**src/rtl/priv_trap_pkg.sv**
```systemverilog
package priv_trap_pkg;

  typedef enum logic [2:0] {
    OPC_OTHER  = 3'd0,
    OPC_STOP   = 3'd1,
    OPC_RDMSR  = 3'd2,
    OPC_WRMSR  = 3'd3,
    OPC_WRMSRD = 3'd4,
    OPC_IRET   = 3'd5,
    OPC_RDSPR  = 3'd6,
    OPC_WRSPR  = 3'd7
  } opc_e;

  typedef enum logic [2:0] {
    ACT_NONE      = 3'd0,
    ACT_RUN       = 3'd1,
    ACT_HALT      = 3'd2,
    ACT_TRAP_PRIV = 3'd3,
    ACT_TRAP_ILL  = 3'd4
  } act_e;

  function automatic logic is_trap(act_e a);
    return (a == ACT_TRAP_PRIV) || (a == ACT_TRAP_ILL);
  endfunction

endpackage

```
**src/rtl/priv_classify.sv**
```systemverilog
module priv_classify
  import priv_trap_pkg::*;
#(
  parameter int IW          = 32,
  parameter int SPR_SEL_BIT = 20
) (
  input  logic          valid,
  input  logic [2:0]    op,
  input  logic [IW-1:0] insn,
  input  logic          user_mode,
  input  logic          mismatch,
  input  logic          halted,
  output logic          priv_op,
  output act_e          act
);

  opc_e opc;
  assign opc = opc_e'(op);

  function automatic logic needs_priv(opc_e o, logic sel);
    case (o)
      OPC_STOP, OPC_RDMSR, OPC_WRMSR, OPC_WRMSRD, OPC_IRET: return 1'b1;
      OPC_RDSPR, OPC_WRSPR:                                 return sel;
      default:                                              return 1'b0;
    endcase
  endfunction

  assign priv_op = needs_priv(opc, insn[SPR_SEL_BIT]);

  always_comb begin
    if (!valid || halted)          act = ACT_NONE;
    else if (priv_op && user_mode) act = ACT_TRAP_PRIV;
    else if (opc == OPC_STOP)      act = ACT_HALT;
    else if (mismatch)             act = ACT_TRAP_ILL;
    else                           act = ACT_RUN;
  end

endmodule

```
**src/rtl/priv_entry_calc.sv**
```systemverilog
module priv_entry_calc
  import priv_trap_pkg::*;
#(
  parameter int              XLEN      = 64,
  parameter logic [XLEN-1:0] CLR_MASK  = '0,
  parameter logic [XLEN-1:0] SET_MASK  = '0,
  parameter logic [XLEN-1:0] PRIV_MASK = '0,
  parameter logic [XLEN-1:0] ILL_MASK  = '0
) (
  input  act_e            act,
  input  logic [XLEN-1:0] msr_cur,
  output logic [XLEN-1:0] msr_entry,
  output logic [XLEN-1:0] srr1_entry
);

  function automatic logic [XLEN-1:0] supervisor_image(logic [XLEN-1:0] m);
    return (m & ~CLR_MASK) | SET_MASK;
  endfunction

  function automatic logic [XLEN-1:0] tagged_copy(logic [XLEN-1:0] m, act_e a);
    return m | ((a == ACT_TRAP_PRIV) ? PRIV_MASK : ILL_MASK);
  endfunction

  assign msr_entry  = supervisor_image(msr_cur);
  assign srr1_entry = tagged_copy(msr_cur, act);

endmodule

```
**src/rtl/priv_trap_unit.sv**
```systemverilog
module priv_trap_unit
  import priv_trap_pkg::*;
#(
  parameter int              XLEN        = 64,
  parameter int              IW          = 32,
  parameter int              SPR_SEL_BIT = 20,
  parameter logic [XLEN-1:0] TRAP_ADDR   = 64'h700,
  parameter logic [XLEN-1:0] MSR_RST     = '0,
  parameter int BE_SF = 0,   parameter int BE_UND = 5,  parameter int BE_TES = 29,
  parameter int BE_TEE = 30, parameter int BE_TM = 31,  parameter int BE_VEC = 38,
  parameter int BE_VSX = 40, parameter int BE_EE = 48,  parameter int BE_PR = 49,
  parameter int BE_FP = 50,  parameter int BE_FE0 = 52, parameter int BE_FE1 = 55,
  parameter int BE_IR = 58,  parameter int BE_DR = 59,  parameter int BE_PMM = 61,
  parameter int BE_RI = 62,  parameter int BE_LE = 63,
  parameter int BE_CAUSE_ILL  = 44,
  parameter int BE_CAUSE_PRIV = 45
) (
  input  logic            clk,
  input  logic            rst,
  input  logic            issue_valid,
  input  logic [2:0]      issue_op,
  input  logic [IW-1:0]   issue_insn,
  input  logic [XLEN-1:0] issue_cia,
  input  logic [XLEN-1:0] issue_nia,
  input  logic            issue_mismatch,
  input  logic            msr_wr_en,
  input  logic [XLEN-1:0] msr_wr_data,
  output logic [XLEN-1:0] next_pc,
  output logic            exec_go,
  output logic            trap_taken,
  output logic [XLEN-1:0] msr_q,
  output logic [XLEN-1:0] srr0_q,
  output logic [XLEN-1:0] srr1_q,
  output logic            halted
);

  function automatic logic [XLEN-1:0] be_bit(int p);
    return {{(XLEN-1){1'b0}}, 1'b1} << (XLEN - 1 - p);
  endfunction

  localparam int PR_IDX = XLEN - 1 - BE_PR;
  localparam int SF_IDX = XLEN - 1 - BE_SF;
  localparam int LE_IDX = XLEN - 1 - BE_LE;
  localparam logic [XLEN-1:0] CLR_MASK =
      be_bit(BE_UND) | be_bit(BE_TES) | be_bit(BE_TEE) | be_bit(BE_TM) |
      be_bit(BE_VEC) | be_bit(BE_VSX) | be_bit(BE_EE)  | be_bit(BE_PR) |
      be_bit(BE_FP)  | be_bit(BE_FE0) | be_bit(BE_FE1) | be_bit(BE_IR) |
      be_bit(BE_DR)  | be_bit(BE_PMM) | be_bit(BE_RI);
  localparam logic [XLEN-1:0] SET_MASK   = be_bit(BE_SF) | be_bit(BE_LE);
  localparam logic [XLEN-1:0] PRIV_MASK  = be_bit(BE_CAUSE_PRIV);
  localparam logic [XLEN-1:0] ILL_MASK   = be_bit(BE_CAUSE_ILL);
  localparam logic [XLEN-1:0] CAUSE_MASK = PRIV_MASK | ILL_MASK;

  act_e            act;
  logic            priv_op;
  logic            halt_req;
  logic [XLEN-1:0] msr_entry;
  logic [XLEN-1:0] srr1_entry;

  priv_classify #(.IW(IW), .SPR_SEL_BIT(SPR_SEL_BIT)) u_classify (
    .valid     (issue_valid),
    .op        (issue_op),
    .insn      (issue_insn),
    .user_mode (msr_q[PR_IDX]),
    .mismatch  (issue_mismatch),
    .halted    (halted),
    .priv_op   (priv_op),
    .act       (act)
  );

  priv_entry_calc #(
    .XLEN(XLEN), .CLR_MASK(CLR_MASK), .SET_MASK(SET_MASK),
    .PRIV_MASK(PRIV_MASK), .ILL_MASK(ILL_MASK)
  ) u_entry (
    .act        (act),
    .msr_cur    (msr_q),
    .msr_entry  (msr_entry),
    .srr1_entry (srr1_entry)
  );

  assign trap_taken = is_trap(act);
  assign exec_go    = (act == ACT_RUN);
  assign halt_req   = (act == ACT_HALT);

  always_comb begin
    if (trap_taken)   next_pc = TRAP_ADDR;
    else if (exec_go) next_pc = issue_nia;
    else              next_pc = issue_cia;
  end

  always_ff @(posedge clk) begin
    if (rst) begin
      halted <= 1'b0;
      msr_q  <= MSR_RST;
      srr0_q <= '0;
      srr1_q <= '0;
    end else if (trap_taken) begin
      srr0_q <= issue_cia;
      srr1_q <= srr1_entry;
      msr_q  <= msr_entry;
    end else if (halt_req) begin
      halted <= 1'b1;
    end else if (exec_go && msr_wr_en) begin
      msr_q <= msr_wr_data;
    end
  end

endmodule

```
**config.mk**
```make
export PLATFORM = sky130hd
export DESIGN_NAME = priv_trap_unit
export DESIGN_NICKNAME = d
export VERILOG_FILES = /design/src/rtl/priv_trap_pkg.sv /design/src/rtl/priv_classify.sv /design/src/rtl/priv_entry_calc.sv /design/src/rtl/priv_trap_unit.sv
export SDC_FILE = /design/constraint.sdc
export NUM_CORES = 1
export LEC_CHECK = 0
export BUFFER_PORTS_ARGS = -buffer_cell sky130_fd_sc_hd__buf_2
export CAP_MARGIN = 20
export CELL_PAD_IN_SITES_DETAIL_PLACEMENT = 0
export CELL_PAD_IN_SITES_GLOBAL_PLACEMENT = 1
export CORE_AREA = 4 4 189 191
export DETAILED_ROUTE_END_ITERATION = 16
export DIE_AREA = 0 0 193 195
export PLACE_DENSITY = 0.71
export SLEW_MARGIN = 15
export SYNTH_ARGS = -nofsm -noshare
export SYNTH_HDL_FRONTEND = slang
export SYNTH_SLANG_ARGS = --single-unit
```
**constraint.sdc**
```tcl
create_clock -name clk -period 2.16 [get_ports clk]
set_input_delay 0.54 -clock clk [delete_from_list [all_inputs] [get_ports clk]]
set_output_delay 0.54 -clock clk [all_outputs]
set_load 0.005 [all_outputs]
```
==> reports/summary.txt, run 1 <==
CTS root buf - clkbuf_16
leading post-synthesis cells by cell area - dfxtp_1 45%, a21oi_1 14%, nand2_1 11%, nand3_1 7.6%, buf_4 6.0%
Worst Max-Slew Pin Slew - 0.425 ns
Buf/Inv on CP - 5
DRC - 0
Avg WL per Cell - 19.2 um
dominant cell type by area after synthesis - dfxtp_1
Hold WC Path Type - in -> reg
initial drt markers - 536
Area Overhead vs Synth - 46.6%
Num CTS Buffers - 17
synthesis-stage register bit count - 193
H-tree Lvls - 4
Peak Freq - 363 MHz
Total Power - 8.79 mW
worst skew pair latency - 0.43 ns
gr ovfl total - 0
Final GP Congestion - 0.776
Worst Path Required - 1.62 ns
clock skew - 0.0114 ns
IO Pins - 491
dpl ws - -0.644 ns
Routed Antenna Nets - 0
failing checks - setup timing
Mapped Area - 8580 um2
worst vdd ir - 0.466 mV
largest net degree at the start of global routing - 76
Worst path top cell family by delay - compound AO/OA/AOI/OAI gates
clock buffer depth - 2
Worst-path clk slew - 0.08 ns
first-pass GRT wire length - 54200 um
Mapped Cells - 1156
DPL Wire Length - 25800 um
Seq/Total Area, Yosys - 45.0%
Post-Syn Nets - 1388
Global Route Usage Sum - 18.4%
crit path time final - 2.75 ns
fin crit share - 128%
relative slew slack - 71.7%
DIE AREA - 37600 um2
Via density - 4.80
Initial Util - 25.2%
cells along the critical path - buf_6 -> or3_4 -> a311o_2 -> clkinv_4 -> buf_4 -> buf_12 -> nand2_2 -> a21oi_2 -> buf_2
die height - 195 um
Synth top area share - 45.0%
setup ws final - -0.595 ns
CTS sink count - 193
setup violators final - 66
EDFF count, synth - 0
Static Leakage - 5.57 nW
final instance area - 12600 um2
CTS tree - yes
Synth Flop Type - dfxtp_1
Crit-path slowest cell - a311o_2
DP Cell Count - 1953
number of global-route vias before repair - 9139
Post-CTS Hold Buffers - 0
drt first pass iters - 4
max-slew violation count - 0
row count - 68
leading cell type in the layout, fill and taps excluded - buf_2
core area - 34100 um2
count of cell types in the netlist - 37
syn_area_per_cell - 7.43 um2
Die W - 193 um
CP peak stage delay - 0.47 ns
FFs w/ async S/R, synth - 0%
IO Port Bufs - 459
DP Area - 11300 um2
WS Path Type - in -> out
fill count - 3681
final hold vios - 0
RSZ-0062 raised after global routing - yes
most frequent cells in the layout - 454 x buf_2, 230 x nand2_1, 194 x a21oi_1, 192 x dfxtp_1, 130 x nand3_1
vias - 9654
PD cells - 699 nW/um2
Critical Path Sink Type - output pin
Synthesis Warnings - 0
Crit Path Max Fanout - 9
final core occ - 36.9%
Max-cap violations - 0
CP arrival - 2.21 ns
WL final - 38600 um
layout cell share with drive strength beyond 1 - 42.9%
outcome - finished, violations left
Startpoint Class - primary input
nets - 1773
fin cells - 2011
initial antenna violation count - 4
## stage by stage
step                setup TNS [ns]  hold WS [ns]
floorplan                    -7.50         0.447
global placement            -52.58         0.457
detailed placement          -54.26         0.461
CTS                         -35.78         0.312
global route                -39.39         0.323
finish                      -36.05         0.340
## sequential cells by signal, summed over array words and instances, names as in the netlist
register,count
srr0_q,64
halted,1
msr_q,64
srr1_q,64
## power breakdown
group | total (mW) | internal [mW] | leakage [nW] | switching [mW]
Clock | 3.48 | 2.02 | 0.305 | 1.46
Sequential | 3.73 | 3.67 | 1.57 | 0.0623
Combinational | 1.58 | 0.691 | 3.70 | 0.890
## logic make-up after synthesis
| family | Yosys count | synth area share [%] |
|---|---|---|
| buffers and inverters | 173 | 11.0 |
| and+or+nand+nor | 400 | 20.0 |
| AOI/OAI and AO/OA | 390 | 24.0 |
| DFF | 193 | 45.0 |
## worst paths after layout
kind	startpoint	to	slack, ns	cells after the start
max	issue_op[0]	next_pc[12]	-0.59	9
min	msr_wr_data[5]	msr_q[5]	0.34	3
max reg2reg	msr_q[14]	srr1_q[19]	0.18	7
min reg2reg	msr_q[46]	msr_q[46]	0.47	2
## metal layers
metal | vias up | share of wire [%] | global-route usage [%]
met4 | 2 | 1.9 | 4.85
met2 | 337 | 50 | 32.5
met3 | 34 | 7.7 | 5.24
li1 | 4651 | - | -
met5 | - | 0.034 | 0
met1 | 4630 | 41 | 21.8
## layout make-up
cell class / instances / area [um2] / area share, %
Clock inverter: 11 / 175 / 1.39
Timing Repair Buffer: 537 / 3410 / 27.1
Tap cell: 455 / 569 / 4.53
Multi-Input combinational cell: 790 / 4080 / 32.4
Antenna cell: 2 / 5.00 / 0.0398
Clock buffer: 21 / 460 / 3.66
Inverter: 2 / 20.0 / 0.159
Sequential cell: 193 / 3860 / 30.7
## worst register-to-register path, cell delays in order, from the launching register on
cell and delay (ns):
dfxtp_2 0.34, buf_6 0.10, buf_4 0.16, a31o_4 0.17, buf_4 0.37, buf_12 0.34, a21oi_1 0.18, a311oi_1 0.23
## what timing repair did
item / 4_1_cts / 5_1_grt
buffers inserted: 13 / 3
gates resized for setup: 42 / 41
setup endpoints to repair: 66 / 66
pin swaps: 8 / 9
gates cloned: 6 / 7
## cell usage after synthesis (3+ instances only)
library cell	n
buf_2	12
o21ai_1	23
buf_1	15
a21oi_2	10
buf_4	69
nand2_1	256
nand3_1	130
dfxtp_1	193
clkbuf_2	4
clkbuf_1	69
a21oi_1	241
nor2_1	3
o21ai_0	103
(Power assumes the default switching activity.)
==> inputs of run 2 (changes only) <==
PLACE_DENSITY = not set   (was 0.71)
PLACE_DENSITY_LB_ADDON = 0.1   (was not set)
==> run 2 against run 1 <==
  * The run still ends with setup timing left
  * Register-to-register slack better by 0.05 ns
  * Via count down 0.49%
  * Final area increased by 0.80%
  * Maximum frequency grew 0.90%
  * Routed wire length up 6.0%
  * Clock power is 3% lower
  * Non-clock buffer count up 9
  * Setup slack improved by 0.025 ns
  * Core utilization up 0.29 points
  * Sequential power barely moved
  * Critical path type unchanged
  * Critical endpoint is now next_pc[50]
==> reports/summary.txt, run 2 (synthesized netlist as in run 1, its figures left out) <==
crit path time final - 2.73 ns
Routed Antenna Nets - 0
RR Startpoint - msr_q[14]
CTS sink count - 193
number of global-route vias before repair - 9258
gr ovfl total - 0
final instance area - 12700 um2
largest net degree at the start of global routing - 57
CP startpoint - issue_op[0]
nets - 1782
Avg WL per Cell - 20.2 um
failing checks - setup timing
first-pass GRT wire length - 58300 um
worst vdd ir - 0.473 mV
leading cell type in the layout, fill and taps excluded - buf_2
clock skew - 0.0151 ns
Crit Path Max Fanout - 5
worst skew pair latency - 0.44 ns
Initial Util - 25.2%
largest registers - msr_q x64, srr0_q x64, srr1_q x64
drt first pass iters - 6
initial antenna violation count - 7
CTS root buf - clkbuf_16
die height - 195 um
Peak Freq - 366 MHz
fin crit share - 126%
Worst Hold Path EP - msr_q[31]
path depth of the worst reg2reg path - 8
max-slew violation count - 0
outcome - finished, violations left
Max-cap violations - 0
Post-CTS Hold Buffers - 0
IO Pins - 491
DP Cell Count - 1973
PD cells - 688 nW/um2
DPL Wire Length - 28400 um
core area - 34100 um2
fill count - 3660
vias - 9607
worst reg-to-reg setup slack - 0.23 ns
Die W - 193 um
Worst Max-Slew Pin Slew - 0.476 ns
DP Area - 11400 um2
IO Port Bufs - 459
WL final - 40900 um
clock buffer depth - 2
most frequent cells in the layout - 455 x buf_2, 219 x nand2_1, 192 x dfxtp_1, 189 x a21oi_1, 130 x nand3_1
Worst-path clk slew - 0.08 ns
RSZ-0062 raised after global routing - yes
Static Leakage - 5.70 nW
Sequential cell area - 3860 um2
Final GP Congestion - 0.764
Hold WC Path Type - in -> reg
Min-Delay Path Depth - 3
reg-to-reg endpoint - srr0_q[49]
area of the multi-input gates - 4210 um2
setup ws final - -0.570 ns
initial drt markers - 436
Worst Path Required - 1.62 ns
min-delay src - msr_wr_data[31]
row count - 68
Global Route Usage Sum - 20.0%
Startpoint Class - primary input
CP arrival - 2.19 ns
Total Power - 8.72 mW
DIE AREA - 37600 um2
Via density - 4.76
relative slew slack - 68.3%
CTS tree - yes
H-tree Lvls - 4
final hold vios - 0
Critical Path Sink Type - output pin
fin cells - 2020
Num CTS Buffers - 17
Area Overhead vs Synth - 47.7%
setup violators final - 66
layout cell share with drive strength beyond 1 - 44.3%
DRC - 0
WS Path Type - in -> out
-- run 2: worst max path at each step --
| stage | endpoint | slack [ns] | cells after the start |
|---|---|---|---|
| after floorplan | next_pc[21] | -0.14 | 7 |
| after global placement | next_pc[29] | -0.54 | 9 |
| after detailed placement | srr0_q[49] | -0.56 | 9 |
| after CTS | next_pc[42] | -0.49 | 8 |
| after global routing | next_pc[50] | -0.63 | 9 |
| final | next_pc[50] | -0.57 | 9 |
-- run 2: routing by layer --
layer	vias to the layer above	routed length, um	GRT usage [%]
met5	-	52	0
met4	10	1290	7.26
met2	319	20000	34.5
li1	4684	-	-
met1	4535	16100	23.2
met3	59	3450	6.56
-- run 2: power breakdown --
part | internal [mW] | switching, mW
clock | 1.89 | 1.49
sequential | 3.67 | 0.0622
combinational | 0.688 | 0.922
total | 6.25 | 2.47
-- run 2: worst max-delay path, stage by stage --
cell	delay [ns]
buf_6	0.09
or3_4	0.39
a311o_2	0.44
clkinv_4	0.12
buf_6	0.14
clkbuf_16	0.17
nand2_4	0.05
a21oi_2	0.13
buf_2	0.12
-- run 2: timing repair --
| item | 4_1_cts | 5_1_grt |
|---|---|---|
| endpoints found under the setup margin | 120 | 119 |
| gates resized for setup | 50 | 75 |
| cloned | 5 | 3 |
| buffers inserted | 3 | 4 |
| pin swaps | 7 | 37 |
-- run 2: cell type report --
cell class,instances,share of cell area [%]
clock inverters,12,1.22
repair buffers,546,26.8
multi-input cells,790,33.2
flip-flops and latches,193,30.5
clock buffers,20,3.60
diodes,2,0.0395
well taps,455,4.49
inverters,2,0.158
-- run 2: stage by stage --
step	setup slack (ns)	utilization, %	TNS, ns	hold slack (ns)
floorplan	-0.139	-	-7.50	0.447
global placement	-0.537	33.4	-77.36	0.458
detailed placement	-0.558	33.4	-81.28	0.463
CTS	-0.491	36.2	-30.30	0.298
global route	-0.628	37.2	-36.96	0.309
finish	-0.570	37.2	-34.35	0.328
